==> config.mk <==
export PLATFORM = sky130hd
export DESIGN_NAME = pot_spi_front
export DESIGN_NICKNAME = d
export VERILOG_FILES = /design/src/rtl/pot_spi_pkg.sv /design/src/rtl/pot_spi_edges.sv /design/src/rtl/pot_spi_decoder.sv /design/src/rtl/pot_spi_txshift.sv /design/src/rtl/pot_spi_front.sv
export SDC_FILE = /design/constraint.sdc
export NUM_CORES = 1
export LEC_CHECK = 0
export BUFFER_PORTS_ARGS = -buffer_cell sky130_fd_sc_hd__buf_2
export CAP_MARGIN = 20
export CORE_MARGIN = 1.5
export CORE_UTILIZATION = 35
export CTS_CLUSTER_SIZE = 25
export DETAILED_ROUTE_END_ITERATION = 10
export SETUP_SLACK_MARGIN = 0.02
export SKIP_LAST_GASP = 1
export SLEW_MARGIN = 20
export SYNTH_ARGS = -nofsm -noshare
export SYNTH_HDL_FRONTEND = slang
export SYNTH_HIERARCHICAL = 1
export SYNTH_SLANG_ARGS = --single-unit
==> constraint.sdc <==
create_clock -name clk -period 2.2 [get_ports clk]
set_input_delay 0.11 -clock clk [delete_from_list [all_inputs] [get_ports clk]]
set_output_delay 0.11 -clock clk [all_outputs]
set_load 0.1 [all_outputs]
==> src/rtl/pot_spi_pkg.sv <==
// Shared constants and types for the potentiometer serial front end.
// Assumes byte-wide frames and a two-bit slave address.
package pot_spi_pkg;
    localparam int BYTE_W = 8;
    localparam int CNT_W  = $clog2(BYTE_W);
    localparam int ADDR_W = 2;

    typedef enum logic [2:0] {
        K_WR_WIPER = 3'd0,
        K_WR_DREG  = 3'd1,
        K_RD_WIPER = 3'd2,
        K_RD_DREG  = 3'd3,
        K_DR_TO_W  = 3'd4,
        K_W_TO_DR  = 3'd5,
        K_STEP_UP  = 3'd6,
        K_STEP_DN  = 3'd7
    } cmd_kind_e;

    typedef enum logic [2:0] {
        ST_IDLE, ST_ID, ST_INSTR, ST_WDATA, ST_RDATA, ST_STEP, ST_DEAD
    } frame_st_e;

    localparam logic [3:0] OP_RD_WIPER = 4'b1001;
    localparam logic [3:0] OP_WR_WIPER = 4'b1010;
    localparam logic [3:0] OP_RD_DREG  = 4'b1011;
    localparam logic [3:0] OP_WR_DREG  = 4'b1100;
    localparam logic [3:0] OP_DR_TO_W  = 4'b1101;
    localparam logic [3:0] OP_W_TO_DR  = 4'b1110;
    localparam logic [3:0] OP_STEP     = 4'b0010;
endpackage

==> src/rtl/pot_spi_edges.sv <==
// Turns the oversampled serial clock and chip select into qualified
// single-cycle events, and tracks the pause state.
// Assumes all inputs are already synchronous to clk; SCK idles low.
module pot_spi_edges (
    input  logic clk,
    input  logic rst_n,
    input  logic cs_n,
    input  logic sck,
    input  logic hold_n,
    output logic frame_start,
    output logic sck_rise,
    output logic sck_fall,
    output logic paused
);
    logic cs_q;
    logic sck_q;

    // Previous-sample registers; cs_q resets low so a select held low
    // across reset never counts as a new frame.
    always_ff @(posedge clk) begin
        if (!rst_n) begin
            cs_q   <= 1'b0;
            sck_q  <= 1'b0;
            paused <= 1'b0;
        end else begin
            cs_q  <= cs_n;
            sck_q <= sck;
            if (cs_n)
                paused <= 1'b0;
            else if (!sck)
                paused <= !hold_n;
        end
    end

    assign frame_start = cs_q & ~cs_n;
    assign sck_rise    = sck & ~sck_q & ~paused & ~cs_n;
    assign sck_fall    = ~sck & sck_q & ~paused & ~cs_n;
endmodule

==> src/rtl/pot_spi_decoder.sv <==
// Frame decoder: counts bits, assembles bytes, checks the identity byte,
// decodes the instruction and issues one-cycle command strobes.
// Assumes sck_rise/frame_start come from pot_spi_edges.
module pot_spi_decoder
    import pot_spi_pkg::*;
#(
    parameter logic [3:0] DEV_TYPE = 4'b0101
) (
    input  logic              clk,
    input  logic              rst_n,
    input  logic              cs_n,
    input  logic              si,
    input  logic [ADDR_W-1:0] dev_addr,
    input  logic              frame_start,
    input  logic              sck_rise,
    input  logic              paused,
    output logic              cmd_valid,
    output cmd_kind_e         cmd_kind,
    output logic [1:0]        cmd_reg,
    output logic [1:0]        cmd_bank,
    output logic [BYTE_W-1:0] cmd_data,
    output logic              out_phase,
    output logic              bit_cnt_zero
);
    frame_st_e         state, nxt;
    logic [CNT_W-1:0]  bit_cnt;
    logic [BYTE_W-2:0] sh;
    logic [3:0]        op_q;
    logic [1:0]        reg_q, bank_q;
    logic [BYTE_W-1:0] byte_in;
    logic              done, issue;
    cmd_kind_e         ikind;
    logic [1:0]        ireg, ibank;
    logic              id_ok;

    assign byte_in = {sh, si};
    assign done    = (bit_cnt == CNT_W'(BYTE_W - 1));
    assign id_ok   = (byte_in[7:4] == DEV_TYPE) && (byte_in[3:2] == 2'b00)
                     && (byte_in[1:0] == dev_addr);
    assign ireg    = (state == ST_INSTR) ? byte_in[3:2] : reg_q;
    assign ibank   = (state == ST_INSTR) ? byte_in[1:0] : bank_q;

    // Next frame state and the command a completed bit would issue.
    always_comb begin
        nxt   = state;
        issue = 1'b0;
        ikind = K_WR_WIPER;
        case (state)
            ST_ID: if (done) nxt = id_ok ? ST_INSTR : ST_DEAD;
            ST_INSTR: if (done) begin
                case (byte_in[7:4])
                    OP_WR_WIPER, OP_WR_DREG: nxt = ST_WDATA;
                    OP_RD_WIPER: begin nxt = ST_RDATA; issue = 1'b1; ikind = K_RD_WIPER; end
                    OP_RD_DREG:  begin nxt = ST_RDATA; issue = 1'b1; ikind = K_RD_DREG;  end
                    OP_DR_TO_W: begin
                        nxt = ST_DEAD; issue = (byte_in[1:0] == 2'b00); ikind = K_DR_TO_W;
                    end
                    OP_W_TO_DR: begin
                        nxt = ST_DEAD; issue = (byte_in[1:0] == 2'b00); ikind = K_W_TO_DR;
                    end
                    OP_STEP: nxt = ST_STEP;
                    default: nxt = ST_DEAD;
                endcase
            end
            ST_WDATA: if (done) begin
                nxt   = ST_DEAD;
                issue = 1'b1;
                ikind = (op_q == OP_WR_WIPER) ? K_WR_WIPER : K_WR_DREG;
            end
            ST_RDATA: if (done) nxt = ST_DEAD;
            ST_STEP: begin
                issue = 1'b1;
                ikind = si ? K_STEP_UP : K_STEP_DN;
            end
            default: nxt = state;
        endcase
    end

    // Frame registers and the registered command strobe.
    always_ff @(posedge clk) begin
        if (!rst_n) begin
            state     <= ST_IDLE;
            bit_cnt   <= '0;
            sh        <= '0;
            op_q      <= '0;
            reg_q     <= '0;
            bank_q    <= '0;
            cmd_valid <= 1'b0;
            cmd_kind  <= K_WR_WIPER;
            cmd_reg   <= '0;
            cmd_bank  <= '0;
            cmd_data  <= '0;
        end else begin
            cmd_valid <= 1'b0;
            if (cs_n) begin
                state   <= ST_IDLE;
                bit_cnt <= '0;
            end else if (frame_start) begin
                state   <= ST_ID;
                bit_cnt <= '0;
            end else if (sck_rise && state != ST_IDLE) begin
                bit_cnt <= bit_cnt + 1'b1;
                sh      <= byte_in[BYTE_W-2:0];
                state   <= nxt;
                if (state == ST_INSTR && done) begin
                    op_q   <= byte_in[7:4];
                    reg_q  <= byte_in[3:2];
                    bank_q <= byte_in[1:0];
                end
                if (issue) begin
                    cmd_valid <= 1'b1;
                    cmd_kind  <= ikind;
                    cmd_reg   <= ireg;
                    cmd_bank  <= ibank;
                    cmd_data  <= byte_in;
                end
            end
        end
    end

    assign out_phase    = (state == ST_RDATA);
    assign bit_cnt_zero = (bit_cnt == '0);

    // a strobe only follows an edge taken while the device was selected.
    p_cmd_in_frame_r9: assert property (@(posedge clk) disable iff (!rst_n)
        cmd_valid |-> $past(!cs_n));

    // transfers only ever leave with bank 0.
    p_xfer_bank0_r5: assert property (@(posedge clk) disable iff (!rst_n)
        (cmd_valid && (cmd_kind == K_DR_TO_W || cmd_kind == K_W_TO_DR)) |-> (cmd_bank == 2'b00));

    // while paused the bit position does not move.
    p_hold_freeze_r7: assert property (@(posedge clk) disable iff (!rst_n)
        ($past(paused) && $past(!cs_n)) |-> $stable(bit_cnt));
endmodule

==> src/rtl/pot_spi_txshift.sv <==
// Read-data shifter: captures the register bank's byte on a read strobe
// and presents it MSB first, advancing after each falling SCK edge except
// the one that precedes the first data bit.
module pot_spi_txshift
    import pot_spi_pkg::*;
(
    input  logic              clk,
    input  logic              rst_n,
    input  logic              load,
    input  logic [BYTE_W-1:0] load_data,
    input  logic              sck_fall,
    input  logic              bit_cnt_zero,
    input  logic              out_phase,
    input  logic              cs_n,
    input  logic              paused,
    output logic              so,
    output logic              so_oe
);
    logic [BYTE_W-1:0] tx;
    logic              loaded;

    // Capture, hold or shift the outgoing byte.
    always_ff @(posedge clk) begin
        if (!rst_n) begin
            tx     <= '0;
            loaded <= 1'b0;
        end else if (load) begin
            tx     <= load_data;
            loaded <= 1'b1;
        end else if (!out_phase) begin
            loaded <= 1'b0;
        end else if (sck_fall && !bit_cnt_zero) begin
            tx <= {tx[BYTE_W-2:0], 1'b0};
        end
    end

    assign so    = tx[BYTE_W-1];
    assign so_oe = out_phase & loaded & ~cs_n & ~paused;
endmodule

==> src/rtl/pot_spi_front.sv <==
// Top of the potentiometer serial command front end: edge qualifier,
// frame decoder and read shifter. Assumes synchronised serial inputs.
module pot_spi_front
    import pot_spi_pkg::*;
#(
    parameter logic [3:0] DEV_TYPE = 4'b0101
) (
    input  logic              clk,
    input  logic              rst_n,
    input  logic              cs_n,
    input  logic              sck,
    input  logic              si,
    input  logic              hold_n,
    input  logic [ADDR_W-1:0] dev_addr,
    input  logic [BYTE_W-1:0] rd_data,
    output logic              so,
    output logic              so_oe,
    output logic              cmd_valid,
    output logic [2:0]        cmd_kind,
    output logic [1:0]        cmd_reg,
    output logic [1:0]        cmd_bank,
    output logic [BYTE_W-1:0] cmd_data
);
    logic      frame_start, sck_rise, sck_fall, paused;
    logic      out_phase, bit_cnt_zero, load;
    cmd_kind_e kind_e;

    pot_spi_edges u_edges (
        .clk(clk), .rst_n(rst_n), .cs_n(cs_n), .sck(sck), .hold_n(hold_n),
        .frame_start(frame_start), .sck_rise(sck_rise), .sck_fall(sck_fall),
        .paused(paused)
    );

    pot_spi_decoder #(.DEV_TYPE(DEV_TYPE)) u_dec (
        .clk(clk), .rst_n(rst_n), .cs_n(cs_n), .si(si), .dev_addr(dev_addr),
        .frame_start(frame_start), .sck_rise(sck_rise), .paused(paused),
        .cmd_valid(cmd_valid), .cmd_kind(kind_e), .cmd_reg(cmd_reg),
        .cmd_bank(cmd_bank), .cmd_data(cmd_data), .out_phase(out_phase),
        .bit_cnt_zero(bit_cnt_zero)
    );

    assign cmd_kind = kind_e;
    assign load     = cmd_valid && (kind_e == K_RD_WIPER || kind_e == K_RD_DREG);

    pot_spi_txshift u_tx (
        .clk(clk), .rst_n(rst_n), .load(load), .load_data(rd_data),
        .sck_fall(sck_fall), .bit_cnt_zero(bit_cnt_zero), .out_phase(out_phase),
        .cs_n(cs_n), .paused(paused), .so(so), .so_oe(so_oe)
    );

    // output driver off whenever the device is deselected.
    p_oe_desel_r11: assert property (@(posedge clk) disable iff (!rst_n)
        cs_n |-> !so_oe);

    // a driven output bit only changes after a qualified falling edge.
    p_so_on_fall_r4: assert property (@(posedge clk) disable iff (!rst_n)
        (so_oe && $past(so_oe) && (so != $past(so))) |-> $past(sck_fall));
endmodule

======== Yosys cells after proc, flatten, opt, wreduce, memory -nomap -nowiden ========
Index checks and enable logic that the tools add are counted.
storage, ports and cells
  register bits after elaboration ......... 49
  input bits .............................. 16
  word-level logic and storage cells ...... 117
cells by class
  add/sub/neg operators ................... 1
  eq/ne operators ......................... 25
  mux-type cells .......................... 26
  bitwise logic cells ..................... 17
  reduce and logical (&&, ||, !) cells .... 31
operator list
  kind                                                   number
  equality test 4 bit, second input constant             7
  one-hot mux 3 bit (3 select lines)                     3
  2-to-1 mux 8 bit                                       3
  2-to-1 mux 3 bit                                       6
  equality test 3 x 2 -> 1 bit, second input constant    4
  one-hot mux 3 bit (4 select lines)                     1
  AND 1 bit                                              10
  AND reduction 5 bit                                    2
  OR reduction 2 bit                                     5
  equality test 3 bit, second input constant             3
  2-to-1 mux 1 bit                                       9
  AND reduction 4 bit                                    2
  inverter 1 bit                                         7
  logical AND 1 bit                                      6
  inequality test 2 x 1 -> 1 bit, second input constant  3
  inequality test 3 x 2 -> 1 bit, second input constant  2
  nonzero test 2 bit                                     3
  nonzero test 3 bit                                     2
  equality test 4 x 2 -> 1 bit, second input constant    1
  equality test 4 x 3 -> 1 bit, second input constant    1
  logical NOT 2 bit                                      2
  2-to-1 mux 2 bit                                       2
  nonzero test 4 bit                                     1
  OR reduction 4 bit                                     1
  13 further kinds                                       14

======== Depth between registers and ports, before layout ========
  depth after elaboration ................. 8
  gate-level depth with buffers ........... 7
  mapped depth without buffers ............ 6

======== Modules after synthesis ========
Netlist, hierarchy kept.
modules (own cells, without submodules)
  module           times used  cells each  area each (um2)  sequential area each (um2)
  pot_spi_decoder  1           206         1864.3           740.7
  pot_spi_txshift  1           48          435.4            180.2
  pot_spi_edges    1           12          128.9            60.1
  pot_spi_front    1           1           8.8              0.0

======== Worst setup path before layout ========
No wires, ideal clock.
  path type ............................... flip-flop to output port
  start ................................... register u_dec.state[0]
  end ..................................... output port so_oe
  arrival ................................. 2.901 ns
  data required time ...................... 2.090 ns
  path slack .............................. -0.811 ns
  stages on the path, launching flop included .. 5
  path through ............................ dfxtp_1 buf_2 nor3b_1 nand2_1 nor3_1
on the way
  longest elaborated chain between the ends .. 4
RTL lines
  item                      RTL line                source
  start: declaration        pot_spi_decoder.sv:25   frame_st_e state, nxt;
  start signal: assignment  pot_spi_decoder.sv:104  state <= nxt;
  equality test 3 bit       pot_spi_decoder.sv:121  assign out_phase = (state == ST_RDATA);
  net out_phase             pot_spi_front.sv:25     logic out_phase, bit_cnt_zero, load;
  AND 1 bit (3 in series)   pot_spi_txshift.sv:38   assign so_oe = out_phase & loaded & ~cs_n & ~paused;
  end: declaration          pot_spi_front.sv:17     output logic so_oe,
The timed path passes the listed nets, and every way through them passes these cells.

======== Worst setup path in the final report ========
  start ................................... register u_edges.paused
  end ..................................... register u_dec.op_q[2]
on the way
  longest elaborated chain between the ends .. 5
RTL lines
  item                                  RTL line                source
  start: declaration                    pot_spi_edges.sv:13     output logic paused
  start signal: assignment              pot_spi_edges.sv:31     paused <= !hold_n;
  inverter 1 bit                        pot_spi_edges.sv:36     assign sck_rise = sck & ~sck_q & ~paused & ~cs_n;
  AND 1 bit (2 in series)               pot_spi_edges.sv:36
  net sck_rise                          pot_spi_front.sv:24     logic frame_start, sck_rise, sck_fall, paused;
  logical AND 1 bit                     pot_spi_decoder.sv:101  end else if (sck_rise && state != ST_IDLE) begin
  AND reduction 4 bit (no source line)  --
  end signal: assignment                pot_spi_decoder.sv:106  op_q <= byte_in[7:4];
  end: declaration                      pot_spi_decoder.sv:28   logic [3:0] op_q;
The timed path passes the listed nets, and every way through them passes these cells.
A chain may end at the register's enable or synchronous reset.

==> summary.txt <==
Run status
  – Status: completed

Global routing
  – First-pass GRT wire length: 8.83 mm
  – Largest net degree at the start of global routing: 41
  – GRT Util Overall: 14.7%
  – Initial antenna violation count: 0
  – Vias in the first global route: 1,831
  – Total gr overflow: 0

Floorplan
  – Core area: 6760 um^2
  – Initial core utilization: 36.1%
  – Die area: 7470 um^2
  – Ports: 34
  – FP Rows: 30
  – Die height: 86.5 um
  – Die W: 86.5 um

Hold path
  – Start point of the worst hold path: rd_data[0]
  – Hold Path Cell Cnt: 3
  – Hold EP: u_tx/tx[0]$_SDFFE_PN0P_
  – Hold Crit Class: in2reg

Critical path
  – Critical R2R Launch: u_edges/paused$_SDFFE_PP0N_
  – Critical Path Max Stage Delay: 0.72 ns
  – Worst path slowest cell: or4_1
  – WS Path Type: reg2reg
  – CP cell instances: nor4b_2 -> o31ai_4 -> or4_1 -> mux2i_1 -> nor2_1
  – Crit path DAT: 2.21 ns
  – CP top delay family: simple AND/OR/NAND/NOR gates
  – CP bufs+invs: 0
  – Max FO, Critical Path: 8
  – Worst reg2reg endpoint: u_dec/op_q[2]$_SDFFE_PN0P_
  – CP startpoint kind: flop
  – Reg2reg setup slack: 0.18 ns
  – Reg2reg path depth: 5
  – CP endpoint kind: flop
  – Critical Path RT: 2.38 ns

Placed design
  – Dpl ws: 0.166 ns
  – I/O Buffers: 33
  – HPWL after DPL: 3.70 mm
  – Placed cell count: 371
  – GP Congestion: 0.751

Timing
  – Final Max Slew Viols: 0
  – Fmax: 495 MHz
  – Final Hold Fails: 0
  – Post-layout worst setup margin: 0.179 ns
  – Worst-margin pin slew: 0.518 ns
  – Tmin final: 2.02 ns
  – Clock skew: 0.00755 ns
  – Worst rel slew slack: 65.4%
  – RSZ-0062 raised after global routing: false
  – Final worst path period share: 91.9%
  – Setup TNS Final: 0 ns
  – Final setup viols: 0

Routing
  – Avg WL per Cell: 13.7 um
  – Drt total wl: 5.20 mm
  – DR vias: 1,940
  – DRT iter0 DRCs: 74
  – Final ANT Viol Nets: 0
  – Drt via density: 5.12
  – 1st-pass router iterations: 5
  – Drt drc: 0

Final layout
  – Top flop regs: u_dec/cmd_data: 8 flops, u_tx/tx: 8 flops, u_dec/sh: 7 flops
  – Commonest non-fill, non-tap cells in the layout: nand2_1 (56), dfxtp_1 (49), buf_2 (32), mux2i_1 (25), nor2_1 (16)
  – Layout Nets: 317
  – Fillers: 670
  – Fraction of layout cells with a size suffix above 1: 25.8%
  – Area Growth Syn to Fin: 14.6%
  – Antenna cells: 0
  – Most common cell after layout, fill and taps aside: nand2_1
  – Post-route insts no fill: 379

Logic synthesis
  – Synthesis Warnings: 6
  – Synth Area in XOR/XNOR: 2.16%
  – Synth Area in Compound Gates: 16.2%
  – Post-Syn Area: 2440 um^2
  – Largest family of logic cells by synthesized area: simple AND/OR/NAND/NOR gates
  – Simple-Gate Fraction of Synth Area: 22.6%
  – Register area share after synthesis: 40.2%
  – Mapped Nets: 286
  – Synth Flop Type: dfxtp_1
  – Mapped Cells: 267
  – Number of synthesized flops with an enable pin: 0
  – Synthesis-stage register bit count: 49
  – Adder-cell share of the synthesized area: 1.54%
  – Ys async rst share: 0%
  – Yosys cell types: 52
  – Mux contribution to synthesized area: 12.1%
  – Syn avg cell area: 9.13 um^2

Clock tree
  – Skew-Pair Late Insertion Delay: 0.30 ns
  – Htree depth: 2
  – Worst-path clk slew: 0.09 ns
  – Total clock sinks: 49
  – Clock buffer depth: 2
  – Post-CTS setup buffers: 0
  – Clock root cell: clkbuf_8
  – CTS tree: done
  – Total CTS buffers: 5
  – Cts hold-fix bufs: 0

Power and ir drop
  – Power density cells: 575 nW/um^2
  – IR drop worst, VDD: 0.262 mV
  – Lkg Pwr: 0.00115 uW

Run
  – Max-cap violations: 0
==> power by group <==
| part | internal (uW) | total [uW] | switching [uW] | leakage, uW |
|---|---|---|---|---|
| registers | 889 | 892 | 3.03 | 0.000395 |
| logic | 23.8 | 63.5 | 39.8 | 0.000697 |
| clock network | 341 | 650 | 310 | 0.0000543 |
==> routing by layer <==
| metal | track usage [%] | wire, um | share of wire [%] |
|---|---|---|---|
| met5 | 0 | 0 | 0 |
| met2 | 22.4 | 2360 | 45 |
| met1 | 20.9 | 2600 | 50 |
| met3 | 3.14 | 184 | 3.5 |
| met4 | 3.96 | 51 | 0.98 |
==> layout make-up <==
type | instances | area, um^2 | area share, %
clock buffers | 5 | 68.8 | 2.46
clock inverters | 3 | 46.3 | 1.66
inverters | 5 | 18.8 | 0.672
multi-input cells | 194 | 1340 | 47.8
flip-flops and latches | 49 | 981 | 35.1
well taps | 80 | 100 | 3.58
repair buffers | 43 | 243 | 8.69
==> per-stage QoR <==
stage / total power, uW / util, % / cell area (um^2) / hold WS, ns
2_1_floorplan: 946 / - / 2440 / 0.183
3_3_place_gp: 976 / 39.6 / 2680 / 0.378
3_5_place_dp: 976 / 39.6 / 2680 / 0.382
4_1_cts: 1630 / 41.3 / 2790 / 0.0575
5_1_grt: 1680 / 41.3 / 2790 / 0.0723
6_report: 1610 / 41.3 / 2790 / 0.0737
==> Yosys cell counts, types with 3 or more instances <==
master	count	area share [%]
buf_2	5	1.0
xnor2_1	4	1.4
nand2_1	56	8.6
inv_1	3	0.46
dfxtp_1	49	40
and3b_1	3	1.1
mux2_1	4	1.8
mux2i_1	25	10
nand3b_1	4	1.2
ha_1	3	1.5
nor2b_1	4	1.0
nor3_1	4	0.82
a21oi_1	8	1.6
o21ai_0	8	1.6
nor2_1	16	2.5
a21oi_2	15	5.4
clkbuf_1	7	1.1
buf_6	3	1.4
nand2b_1	3	0.77
==> worst reg2reg max path: stages (launching register included) <==
cell     delay (ns)
dfxtp_1        0.36
nor4b_2        0.42
o31ai_4        0.13
or4_1          0.72
mux2i_1        0.23
nor2_1         0.05
==> kinds of logic after synthesis <==
family,after synthesis
AO/OA/AOI/OAI,48
XOR/XNOR,6
adder cells (fa/ha/maj),3
buffers and inverters,24
flip-flops,49
multiplexers,29
AND/OR/NAND/NOR,108
==> worst max path at each step <==
| stage | from | to | slack [ns] | depth (start not counted) |
|---|---|---|---|---|
| detailed placement | u_edges/paused$_SDFFE_PP0N_ | u_dec/bank_q[1]$_SDFFE_PN0P_ | 0.17 | 5 |
| finish | u_edges/paused$_SDFFE_PP0N_ | u_dec/op_q[2]$_SDFFE_PN0P_ | 0.18 | 5 |
| global route | u_edges/paused$_SDFFE_PP0N_ | u_dec/op_q[2]$_SDFFE_PN0P_ | 0.05 | 5 |
| global placement | u_edges/paused$_SDFFE_PP0N_ | u_dec/reg_q[1]$_SDFFE_PN0P_ | 0.19 | 5 |
| CTS | u_dec/state[0]$_SDFFE_PP0P_ | so_oe | 0.11 | 5 |
| floorplan | u_dec/state[0]$_SDFFE_PP0P_ | so_oe | 0.04 | 4 |
==> what timing repair did <==
item                                   4_1_cts  5_1_grt
resized for setup                            0        1
endpoints found under the hold margin        0        0
setup endpoints to repair                    0        1
Note: power is estimated with default switching activity, not from simulation.
